--- config.mk ---
export PLATFORM = sky130hd
export DESIGN_NAME = hib_ctrl
export DESIGN_NICKNAME = d
export VERILOG_FILES = /design/src/rtl/hib_pkg.sv /design/src/rtl/hib_regfile.sv /design/src/rtl/hib_wake.sv /design/src/rtl/hib_seq.sv /design/src/rtl/hib_ctrl.sv
export SDC_FILE = /design/constraint.sdc
export NUM_CORES = 1
export LEC_CHECK = 0
export BUFFER_PORTS_ARGS = -buffer_cell sky130_fd_sc_hd__clkbuf_2
export CAP_MARGIN = 20
export CORE_UTILIZATION = 42
export DETAILED_ROUTE_END_ITERATION = 12
export GPL_TIMING_DRIVEN = 0
export PLACE_DENSITY = 0.78
export SYNTH_ARGS = -nofsm -noshare
export SYNTH_HDL_FRONTEND = slang
export SYNTH_SLANG_ARGS = --single-unit
--- constraint.sdc ---
create_clock -name clk -period 1.8 [get_ports clk]
set_clock_uncertainty 0.1 [all_clocks]
set_input_delay 0 -clock clk [delete_from_list [all_inputs] [get_ports clk]]
set_output_delay 0 -clock clk [all_outputs]
set_load 0.02 [all_outputs]
--- src/rtl/hib_pkg.sv ---
package hib_pkg;

    localparam int DATA_W   = 32;
    localparam int TOKEN_W  = 8;
    localparam int KEY_W    = 8;
    localparam int NUM_PINS = 4;

    localparam logic [KEY_W-1:0]  UNLOCK_DEFAULT = 8'h3A;
    localparam logic [DATA_W-1:0] RSV_MASK       = 32'h3001_0000;

    typedef struct packed {
        logic                hib;
        logic                hib_dis;
        logic [1:0]          rsv_hi;
        logic [NUM_PINS-1:0] pin_mask;
        logic [NUM_PINS-1:0] pin_pol;
        logic                mask_wdt;
        logic                mask_rtc;
        logic                freeze;
        logic                rsv_lo;
        logic [KEY_W-1:0]    unlock;
        logic [TOKEN_W-1:0]  token;
    } hib_reg_t;

    typedef enum logic [2:0] {
        ST_IDLE,
        ST_ONE,
        ST_TWO,
        ST_SLEEP,
        ST_WOKE
    } seq_state_t;

    function automatic hib_reg_t bus_to_reg(input logic [DATA_W-1:0] w);
        return hib_reg_t'(w & ~RSV_MASK);
    endfunction

    function automatic hib_reg_t keep_token(input hib_reg_t r);
        hib_reg_t t;
        t       = '0;
        t.token = r.token;
        return t;
    endfunction

    function automatic logic pin_hit(input logic m, input logic p, input logic lvl);
        return m & ~(p ^ lvl);
    endfunction

endpackage

--- src/rtl/hib_regfile.sv ---
module hib_regfile
    import hib_pkg::*;
(
    input  logic              clk,
    input  logic              xrst,
    input  logic              int_rst,
    input  logic              wr_en,
    input  logic [DATA_W-1:0] wdata,
    output hib_reg_t          reg_q,
    output logic              soft_clr,
    output logic              wr_same
);

    hib_reg_t wr_val;

    assign wr_val   = bus_to_reg(wdata);
    assign soft_clr = int_rst && !reg_q.freeze;
    assign wr_same  = wr_en && (wr_val == reg_q);

    always_ff @(posedge clk) begin
        if (xrst) begin
            reg_q <= '0;
        end else if (soft_clr) begin
            reg_q <= keep_token(reg_q);
        end else if (wr_en) begin
            reg_q <= wr_val;
        end
    end

endmodule

--- src/rtl/hib_wake.sv ---
module hib_wake #(
    parameter int NPIN = 4
) (
    input  logic            mask_rtc,
    input  logic            mask_wdt,
    input  logic [NPIN-1:0] pin_mask,
    input  logic [NPIN-1:0] pin_pol,
    input  logic            rtc_alarm,
    input  logic            wdt_irq,
    input  logic [NPIN-1:0] wake_pin,
    output logic            wake_src
);

    logic [NPIN-1:0] pin_fire;

    for (genvar g = 0; g < NPIN; g++) begin : g_pin
        assign pin_fire[g] = hib_pkg::pin_hit(pin_mask[g], pin_pol[g], wake_pin[g]);
    end

    assign wake_src = (mask_rtc & rtc_alarm) | (mask_wdt & wdt_irq) | (|pin_fire);

endmodule

--- src/rtl/hib_seq.sv ---
module hib_seq
    import hib_pkg::*;
#(
    parameter logic [KEY_W-1:0] UNLOCK_KEY = UNLOCK_DEFAULT
) (
    input  logic             clk,
    input  logic             xrst,
    input  logic             soft_clr,
    input  logic             wr_en,
    input  logic             wr_same,
    input  logic [KEY_W-1:0] unlock,
    input  logic             freeze,
    input  logic             hib,
    input  logic             hib_dis,
    input  logic             wake_src,
    output logic             io_freeze,
    output logic             hib_req,
    output logic             wake_pulse
);

    seq_state_t state_q, state_d;
    logic       io_cond;
    logic       do_wake;

    assign io_cond = (unlock == UNLOCK_KEY) && freeze && hib;
    assign do_wake = (state_q == ST_SLEEP) && wake_src;

    always_comb begin
        state_d = state_q;
        if (soft_clr) begin
            state_d = ST_IDLE;
        end else if (do_wake) begin
            state_d = ST_WOKE;
        end else if (wr_en) begin
            if (wr_same && state_q != ST_IDLE) begin
                case (state_q)
                    ST_ONE:  state_d = ST_TWO;
                    ST_TWO:  state_d = (io_cond && !hib_dis) ? ST_SLEEP : ST_TWO;
                    default: state_d = state_q;
                endcase
            end else begin
                state_d = ST_ONE;
            end
        end
    end

    always_ff @(posedge clk) begin
        if (xrst) begin
            state_q    <= ST_IDLE;
            wake_pulse <= 1'b0;
        end else begin
            state_q    <= state_d;
            wake_pulse <= do_wake && !soft_clr;
        end
    end

    assign io_freeze = io_cond &&
                       (state_q == ST_TWO || state_q == ST_SLEEP || state_q == ST_WOKE);
    assign hib_req   = (state_q == ST_SLEEP);

endmodule

--- src/rtl/hib_ctrl.sv ---
module hib_ctrl
    import hib_pkg::*;
#(
    parameter logic [KEY_W-1:0] UNLOCK_KEY = UNLOCK_DEFAULT
) (
    input  logic                clk,
    input  logic                xrst,
    input  logic                int_rst,
    input  logic                wr_en,
    input  logic [DATA_W-1:0]   wdata,
    output logic [DATA_W-1:0]   rdata,
    input  logic                rtc_alarm,
    input  logic                wdt_irq,
    input  logic [NUM_PINS-1:0] wake_pin,
    output logic                freeze_warn,
    output logic                io_freeze,
    output logic                hib_req,
    output logic                wake_pulse
);

    hib_reg_t reg_q;
    logic     soft_clr;
    logic     wr_same;
    logic     wake_src;

    hib_regfile u_regs (
        .clk      (clk),
        .xrst     (xrst),
        .int_rst  (int_rst),
        .wr_en    (wr_en),
        .wdata    (wdata),
        .reg_q    (reg_q),
        .soft_clr (soft_clr),
        .wr_same  (wr_same)
    );

    hib_wake #(.NPIN(NUM_PINS)) u_wake (
        .mask_rtc  (reg_q.mask_rtc),
        .mask_wdt  (reg_q.mask_wdt),
        .pin_mask  (reg_q.pin_mask),
        .pin_pol   (reg_q.pin_pol),
        .rtc_alarm (rtc_alarm),
        .wdt_irq   (wdt_irq),
        .wake_pin  (wake_pin),
        .wake_src  (wake_src)
    );

    hib_seq #(.UNLOCK_KEY(UNLOCK_KEY)) u_seq (
        .clk        (clk),
        .xrst       (xrst),
        .soft_clr   (soft_clr),
        .wr_en      (wr_en),
        .wr_same    (wr_same),
        .unlock     (reg_q.unlock),
        .freeze     (reg_q.freeze),
        .hib        (reg_q.hib),
        .hib_dis    (reg_q.hib_dis),
        .wake_src   (wake_src),
        .io_freeze  (io_freeze),
        .hib_req    (hib_req),
        .wake_pulse (wake_pulse)
    );

    assign rdata       = reg_q;
    assign freeze_warn = reg_q.freeze;

endmodule

==> key figures <==
Synthesis
  – Top-count cell post-synth: dfxtp_1
  – Synth area leader: dfxtp_1
  – Multiplexer share of the synthesized area: 12.8%
  – Top cells by count, synth: dfxtp_1, nor2_1, mux2i_1
  – Compound-gate portion of the synthesized area: 7.69%
  – Seq/Total Area, Yosys: 38.3%
  – Adder-Cell Fraction of Synth Area: 0%
  – Netlist area before placement: 1720 µm²
  – Yosys cell types: 30
  – Largest family of logic cells by synthesized area: simple AND/OR/NAND/NOR gates
  – Post-Synth Simple-Gate Area: 18.6%
  – Mean Syn Cell Area: 9.22 µm²
  – Synth area leaders: dfxtp_1, mux2i_1, xnor2_1
  – Synth async-reset ratio: 0%
  – #FFs+latches synth: 33
  – Main synth FF type: dfxtp_1
  – Number of synthesized flops with an enable pin: 0
  – Cells after Synth: 187
  – Synth warnings: 0
  – Top cell type's share of synthesized area: 38.3%
  – Xor/xnor share of the synthesized area: 16.8%

Place
  – RePlAce Congestion: 0.867
  – Worst slack, placed: -0.0650 ns
  – Hpwl dp: 3350 µm
  – Placed cell area: 2140 µm²
  – Input/output buffers: 69

Clock network
  – CTS tree: yes
  – H-Tree Depth: 2
  – Clk sinks: 33
  – Clock Latency Late Sink: 0.30 ns
  – Clk pin slew, worst setup/hold paths: 0.07 ns
  – Clock Root Buffer: clkbuf_8
  – Clock Tree Buf Depth: 2
  – CTS buffer count: 5

Layout
  – Fillers: 290
  – Nets: 337
  – Layout cell share with drive strength beyond 1: 39.9%
  – # diodes: 0
  – Footprint of the multi-input gates: 1060 µm²
  – Reg area: 682 µm²
  – Synth-to-layout area growth: 54.1%
  – Design Area, Final: 2660 µm²

Detailed routing
  – 1st-iter DRT viols: 82
  – Final WL: 5070 µm
  – Via-to-Cell Ratio: 5.07
  – DRT Pass-1 Iters: 4
  – Antenna Violating Nets Remaining: 0
  – Met1 WL: 2030 µm
  – WL/cell: 14.7 µm
  – Total number of vias: 1745
  – DRC: 0
  – Met3 Wirelength: 329 µm
  – Metal2 WL: 2620 µm
  – Highest metal used: met4

Global routing
  – Gr ovfl total: 0
  – Vias in the first global route: 1671
  – Global-route wire length before repair: 7400 µm
  – Largest net degree at the start of global routing: 11
  – Antenna violations before repair: 0
  – Global-route usage over all layers: 23.2%

Timing
  – Final period utilization: 98.9%
  – PnR worst setup slack: 0.0195 ns
  – Fin crit period: 1.78 ns
  – Worst Hold Margin: 0.0389 ns
  – Setup Viol. Count Final: 0
  – Fmax: 0.562 GHz
  – Worst slew margin: 64.8%
  – RSZ-0062 raised after global routing: yes
  – Slew Viols, Final: 0
  – Worst-margin pin slew: 0.528 ns
  – Hold Fails Final Rpt: 0

Floorplanning
  – Row cnt: 22
  – Starting Density: 45.4%
  – Die width: 66.1 µm
  – # IOs: 78
  – Die span in y: 66.1 µm
  – Core ar.: 3800 µm²
  – Die area: 4370 µm²

Critical path
  – Startpoint types: flop
  – CP endpoint kind: flop
  – Slowest cell delay on critical path: 0.36 ns
  – Max FO, Critical Path: 4
  – CP delay by family, top: simple AND/OR/NAND/NOR gates
  – Crit-path slowest cell: dfxtp_1
  – Crit path buf inv count: 1
  – Worst Path Arrival: 1.86 ns
  – Crit Path Class: reg -> reg
  – CP Cell Sequence: xor2_1 -> nor4_2 -> nand4_1 -> buf_6 -> o32ai_2 -> nor3_2
  – Crit path required time: 1.88 ns

Pwr
  – Leak Pwr: 1.20 nW
  – Peak supply drop: 525 µV
  – PD cells: 675 nW/µm²

Flow run
  – Max Cap Viol: 0

Min path
  – Hold crit path type: in -> reg

Outcome
  – Status: complete, no violations
==> layer usage <==
| metal | GRT usage [%] | up-vias |
|---|---|---|
| met5 | 0 | - |
| met4 | 8.51 | 0 |
| met3 | 7.07 | 11 |
| met2 | 39.7 | 67 |
| met1 | 27.1 | 820 |
| li1 | - | 847 |
==> worst reg2reg max path, cell delays in order, from the launching register on <==
cell	delay, ns
dfxtp_1	0.36
xor2_1	0.19
nor4_2	0.32
nand4_1	0.17
buf_6	0.17
o32ai_2	0.29
nor3_2	0.07
==> report_power, final <==
part,total [mW],internal (mW),switching [mW]
combinational,0.375,0.185,0.190
sequential,0.796,0.760,0.0362
clock,0.624,0.345,0.278
total,1.80,1.29,0.504
==> final cells by class <==
type / instances / area share (%)
multi-input cells: 139 / 40.1
plain buffers: 16 / 3.53
flip-flops and latches: 33 / 25.7
repair buffers: 99 / 24.5
inverters: 1 / 0.141
well taps: 48 / 2.26
clock buffers: 7 / 3.63
clock inverters: 1 / 0.188
==> cells in the final DEF (no fill, tap or decap), types with 9 or more instances in the layout <==
cell,instances
nand2_1,12
clkbuf_2,69
dlygate4sd3_1,30
nor2_1,23
xnor2_1,15
dfxtp_2,14
a21oi_1,9
xor2_1,15
mux2i_1,21
dfxtp_1,18
==> cells by family after synthesis <==
| group | count (synthesis) |
|---|---|
| XOR/XNOR | 33 |
| buffers and inverters | 17 |
| AO/OA/AOI/OAI | 17 |
| AND/OR/NAND/NOR | 64 |
| flip-flops | 33 |
| multiplexers | 22 |
| other | 1 |
==> stage by stage <==
| stage | util (%) | power, mW | setup TNS, ns | instances |
|---|---|---|---|---|
| finish | 70.0 | 1.80 | 0 | 344 |
| detailed placement | 56.4 | 1.11 | -0.0650 | 306 |
| global placement | 56.4 | 1.10 | -0.0255 | 306 |
| global route | 70.0 | 1.87 | -0.103 | 344 |
| floorplan | - | 0.993 | 0 | 189 |
| CTS | 67.5 | 1.78 | 0 | 344 |
==> timing repair <==
action                     CTS  global route
gates resized for setup      7            21
hold buffers                30             0
hold endpoints to repair    29             0
setup endpoints to repair    2            10
setup buffers                0             1
pin swaps                    3             8
==> flip-flops by register name, summed over array words and instances (netlist names) <==
register / flops
u_regs.reg_q: 29
u_seq.state_q: 3
u_seq.wake_pulse: 1
==> final timing paths <==
| path | startpoint | endpoint | slack [ns] | depth (start not counted) |
|---|---|---|---|---|
| hold / removal | int_rst | u_regs.reg_q[20]$_SDFFE_PP0P_ | 0.04 | 4 |
| hold reg to reg | u_regs.reg_q[6]$_SDFFE_PP0P_ | u_regs.reg_q[6]$_SDFFE_PP0P_ | 0.38 | 2 |
| setup / recovery | u_regs.reg_q[23]$_SDFFE_PP0P_ | u_seq.state_q[0]$_SDFFE_PP0P_ | 0.02 | 6 |
| setup reg to reg | u_regs.reg_q[23]$_SDFFE_PP0P_ | u_seq.state_q[0]$_SDFFE_PP0P_ | 0.02 | 6 |
Note: power is estimated with default switching activity, not from simulation.
